$ cat config.mk
export PLATFORM = sky130hd
export DESIGN_NAME = mac_pp_accum
export DESIGN_NICKNAME = d
export VERILOG_FILES = /design/src/rtl/mac_pp_pkg.sv /design/src/rtl/mac_fa.sv /design/src/rtl/mac_pp_gen.sv /design/src/rtl/mac_row_fold.sv /design/src/rtl/mac_reduce.sv /design/src/rtl/mac_pp_accum.sv
export SDC_FILE = /design/constraint.sdc
export NUM_CORES = 1
export LEC_CHECK = 0
export BUFFER_PORTS_ARGS = -buffer_cell sky130_fd_sc_hd__buf_2
export CAP_MARGIN = 10
export CORE_UTILIZATION = 48
export CTS_BUF_LIST = sky130_fd_sc_hd__clkbuf_4 sky130_fd_sc_hd__clkbuf_8 sky130_fd_sc_hd__clkbuf_16
export DETAILED_ROUTE_END_ITERATION = 12
export PLACE_DENSITY = 0.76
export RECOVER_POWER = 100
export SYNTH_ARGS = -nofsm -noshare
export SYNTH_HDL_FRONTEND = slang
export SYNTH_SLANG_ARGS = --single-unit
$ cat constraint.sdc
create_clock -name clk -period 12.65 [get_ports clk]
set_input_delay 1.265 -clock clk [delete_from_list [all_inputs] [get_ports clk]]
set_output_delay 1.265 -clock clk [all_outputs]
set_load 0.03 [all_outputs]
$ cat src/rtl/mac_pp_pkg.sv
package mac_pp_pkg;
    localparam int DEF_A_W   = 4;
    localparam int DEF_B_W   = 4;
    localparam int DEF_ACC_W = 8;

    typedef enum logic [1:0] {
        OP_HOLD  = 2'd0,
        OP_ACCUM = 2'd1,
        OP_CLEAR = 2'd2
    } mac_op_e;
endpackage

$ cat src/rtl/mac_fa.sv
module mac_fa (
    input  logic x,
    input  logic y,
    input  logic z,
    output logic s,
    output logic co
);
    assign s  = x ^ y ^ z;
    assign co = (x & y) | (x & z) | (y & z);
endmodule

$ cat src/rtl/mac_pp_gen.sv
module mac_pp_gen #(
    parameter int A_W = 4,
    parameter int B_W = 4
) (
    input  logic [A_W-1:0]            a,
    input  logic [B_W-1:0]            b,
    output logic [B_W-1:0][A_W-1:0]   pp
);
    for (genvar j = 0; j < B_W; j++) begin : g_row
        for (genvar i = 0; i < A_W; i++) begin : g_bit
            assign pp[j][i] = a[i] & b[j];
        end
    end
endmodule

$ cat src/rtl/mac_row_fold.sv
module mac_row_fold #(
    parameter int W   = 8,
    parameter int P   = 4,
    parameter int SH  = 0
) (
    input  logic [W-1:0] sum_in,
    input  logic [P-1:0] row,
    output logic [W-1:0] sum_out
);
    localparam int NC = W - SH;
    logic [NC-1:0] cy;
    assign cy[0] = 1'b0;

    for (genvar i = 0; i < W; i++) begin : g_col
        if (i < SH) begin : g_pass
            assign sum_out[i] = sum_in[i];
        end else begin : g_add
            logic rb;
            if (i - SH < P) begin : g_rb
                assign rb = row[i-SH];
            end else begin : g_rz
                assign rb = 1'b0;
            end
            if (i == W - 1) begin : g_top
                assign sum_out[i] = sum_in[i] ^ rb ^ cy[i-SH];
            end else begin : g_fa
                mac_fa u_fa (
                    .x  (sum_in[i]),
                    .y  (rb),
                    .z  (cy[i-SH]),
                    .s  (sum_out[i]),
                    .co (cy[i-SH+1])
                );
            end
        end
    end
endmodule

$ cat src/rtl/mac_reduce.sv
module mac_reduce #(
    parameter int A_W   = 4,
    parameter int B_W   = 4,
    parameter int ACC_W = 8
) (
    input  logic [ACC_W-1:0]          addend,
    input  logic [B_W-1:0][A_W-1:0]   pp,
    output logic [ACC_W-1:0]          total
);
    logic [ACC_W-1:0] stage [0:B_W];
    assign stage[0] = addend;

    for (genvar j = 0; j < B_W; j++) begin : g_fold
        mac_row_fold #(
            .W  (ACC_W),
            .P  (A_W),
            .SH (j)
        ) u_row (
            .sum_in  (stage[j]),
            .row     (pp[j]),
            .sum_out (stage[j+1])
        );
    end

    assign total = stage[B_W];
endmodule

$ cat src/rtl/mac_pp_accum.sv
module mac_pp_accum
    import mac_pp_pkg::*;
#(
    parameter int A_W   = DEF_A_W,
    parameter int B_W   = DEF_B_W,
    parameter int ACC_W = DEF_ACC_W
) (
    input  logic             clk,
    input  logic             rst_n,
    input  logic             en,
    input  logic             clr,
    input  logic [A_W-1:0]   a,
    input  logic [B_W-1:0]   b,
    output logic [ACC_W-1:0] acc
);
    logic [B_W-1:0][A_W-1:0] pp;
    logic [ACC_W-1:0]        folded;
    logic [ACC_W-1:0]        acc_next;
    mac_op_e                 op;

    mac_pp_gen #(.A_W(A_W), .B_W(B_W)) u_pp (
        .a  (a),
        .b  (b),
        .pp (pp)
    );

    mac_reduce #(.A_W(A_W), .B_W(B_W), .ACC_W(ACC_W)) u_red (
        .addend (acc),
        .pp     (pp),
        .total  (folded)
    );

    always_comb begin
        if (clr)      op = OP_CLEAR;
        else if (en)  op = OP_ACCUM;
        else          op = OP_HOLD;
    end

    always_comb begin
        unique case (op)
            OP_CLEAR: acc_next = '0;
            OP_ACCUM: acc_next = folded;
            OP_HOLD:  acc_next = acc;
            default:  acc_next = acc;
        endcase
    end

    always_ff @(posedge clk) begin
        if (!rst_n) acc <= '0;
        else        acc <= acc_next;
    end
endmodule

==> results.ini <==
[clock_tree]
clock_latency_ps = 250
htree_levels = 1
ctsHoldBuffers = 0
clkTransAtPathRegs_ps = 50
numCtsBuffers = 3
post_cts_resized = 0
cts.path.max_buffers = 2
cts_tree = built
clkSinkCount = 8
postCtsSetupBuffers = 0
cts_root_buf = clkbuf_4

[synth]
synth_cells = 85
ys_ff_latch = 8
synth_top_family_by_area = adder cells
synth_xor_area_share_pct = 3.04
ys_warn_count = 0
synth_fa_ha_area_share_pct = 42.3
ys_seq_area_share_pct = 18.6
avgSynthCellArea_sq_um = 10.2
syn-num-nets = 119
yosysUniqueCellTypes = 16
synthMuxAreaShare_pct = 8.12
synth-simple-area-share_pct = 14.9
syn_area_sq_um = 863
synth_compound_area_share_pct = 1.88

[grt]
grt.busiest_layer = met2
grt_pass1_wl_um = 2350
grt_pass1_vias = 604
grt_max_degree = 10
overflow = 0
grt_util_met2_pct = 28.5
grtUsageMet3_pct = 6.53
antenna_found_initial = 0
grt_use_met1_pct = 19.5
track_usage_pct = 16.4

[critical_path]
r2r_cells = 16
crit_path_max_incr_delay_ps = 520
reg2reg_from = acc[0]$_SDFFE_PN0P_
path_depth = 18
path_max_fanout = 4
crit_path_start_kind = primary input
crit_family = adder cells
r2r_end = acc[7]$_SDFFE_PN0P_
cp_num_buf_inv = 3
rrSetupSlack_ps = 7280
critPathRequiredTime_ps = 12790
slowest_stage = fa_1
arrival_ps = 6470
crit_chain = clkbuf_1, and2_1, ha_1, inv_1, fa_1, fa_1, fa_1, inv_1, fa_1, fa_1, fa_1, fa_1, fa_1, fa_1, xnor2_1, xnor2_1, a211oi_1, a31o_1
crit_end = acc[7]$_SDFFE_PN0P_
startpoint = b[0]
endpoint_kind = flop
worstSetupPathType = in -> reg
crit_top_cell = fa_1

[die]
rows = 14
die_h_um = 44.4
start_util_pct = 54.2
pin_count = 20
fp.coreArea_sq_mm = 0.00159
die_w_um = 44.4
die_area_sq_mm = 0.00197

[sta]
setup_ws_ps = 6320
finalSetupViolCount = 0
tightest_slew_ps = 366
final_max_slew_viol_count = 0
period_share_pct = 50.0
hold_viol = 0
max-slew-margin-rel_pct = 75.7
fin_skew_ps = 4.17
setup_tns_ps = 0
rsz0062_at_grt = no
fin_crit_ps = 6330
max_clock_freq_mhz = 158

[final_layout]
regMostFlops = acc
reg.largest.list = acc (8)
final_common_cell = and2_1
antenna_cells = 0
drive_gt1_share_pct = 13.3
syn2layout_area_growth_pct = 8.55
instances_no_fill = 122
layout_common_cells = and2_1 (13), fa_1 (12), ha_1 (10), buf_2 (10)
largest_reg_flops = 8
fin_nets = 134

[detailed_routing]
routed_via_density = 4.75
drt_iter0_drc = 9
ant_nets = 0
drc = 0
wire_per_inst_um = 11.1
wirelength_um = 1360
drtPass1Iterations = 4
via_count = 580

[power]
max-vdd-ir-drop_uv = 78.3
p_leak_uw = 0.000477
power.density_mw_per_mm2 = 93.8

[outcome]
outcome = finished, final reports clean

[placement]
dp.final_hpwl_um = 1230
place_ws_ps = 6080
dp.cells = 119
portBuffers = 19
place.gp.congestion = 0.764

[min_path]
min_path_type = reg -> reg

[job]
max-cap-violations = 0

[worst min-delay path by stage]
stage	endpoint	slack, ps	depth (start not counted)	from
3_3_place_gp	acc[1]$_SDFFE_PN0P_	500	2	acc[1]$_SDFFE_PN0P_
4_1_cts	acc[2]$_SDFFE_PN0P_	540	2	acc[2]$_SDFFE_PN0P_
2_1_floorplan	acc[1]$_SDFFE_PN0P_	480	2	acc[1]$_SDFFE_PN0P_
3_5_place_dp	acc[5]$_SDFFE_PN0P_	520	2	acc[5]$_SDFFE_PN0P_
5_1_grt	acc[3]$_SDFFE_PN0P_	560	2	acc[3]$_SDFFE_PN0P_
6_report	acc[5]$_SDFFE_PN0P_	530	2	acc[5]$_SDFFE_PN0P_
[Yosys cell counts]
cell type,number,area [sq um]
xnor2_1,2,17.5
inv_1,9,33.8
nand2_1,3,11.3
dfxtp_1,8,160
buf_4,7,52.6
buf_2,1,5.00
a31o_1,1,8.76
nor2_1,8,30.0
nand2b_1,1,6.26
clkbuf_2,1,5.00
mux2i_1,7,70.1
and2_1,13,81.3
ha_1,10,125
xor2_1,1,8.76
fa_1,12,240
a211oi_1,1,7.51
[logic make-up after synthesis]
group / after synthesis
flops: 8
compound gates: 2
simple gates: 25
xor+xnor: 3
mux: 7
fa+ha+maj: 22
buf+inv: 18
[per-layer routing]
layer / vias to the layer above / wire length [um]
li1: 287 / -
met1: 283 / 556
met2: 10 / 741
met3: 0 / 61
met4: 0 / 0
met5: - / 0
[final cells by class]
| cell class | count | area, sq um |
|---|---|---|
| fill | 158 | 657 |
| timing repair buffer | 19 | 83.8 |
| clock buffer | 3 | 22.5 |
| tap | 24 | 30.0 |
| inverter | 9 | 33.8 |
| multi-input combinational | 59 | 607 |
| sequential | 8 | 160 |
[stage by stage]
step	power [uW]	hold slack [ps]	utilization, %	cell area, sq um
2_1_floorplan	62.6	484	-	863
3_3_place_gp	70.4	497	58.1	926
3_5_place_dp	71.4	518	58.1	926
4_1_cts	91.0	536	59.5	948
5_1_grt	96.5	560	58.8	937
6_report	87.9	530	58.8	937
[tightest hold or removal path, cell delays in order, from the launching register on]
cell and delay (ps):
dfxtp_1 350, mux2i_1 70, nor2_1 70
[where the power goes]
part | leakage, uW | internal, uW | switching [uW]
registers | 0.0000650 | 27.2 | 1.46
logic | 0.000398 | 18.0 | 22.3
clock network | 0.0000138 | 10.8 | 8.13
total | 0.000477 | 56.0 | 31.9
No activity file was read; power rests on OpenSTA's default activity.
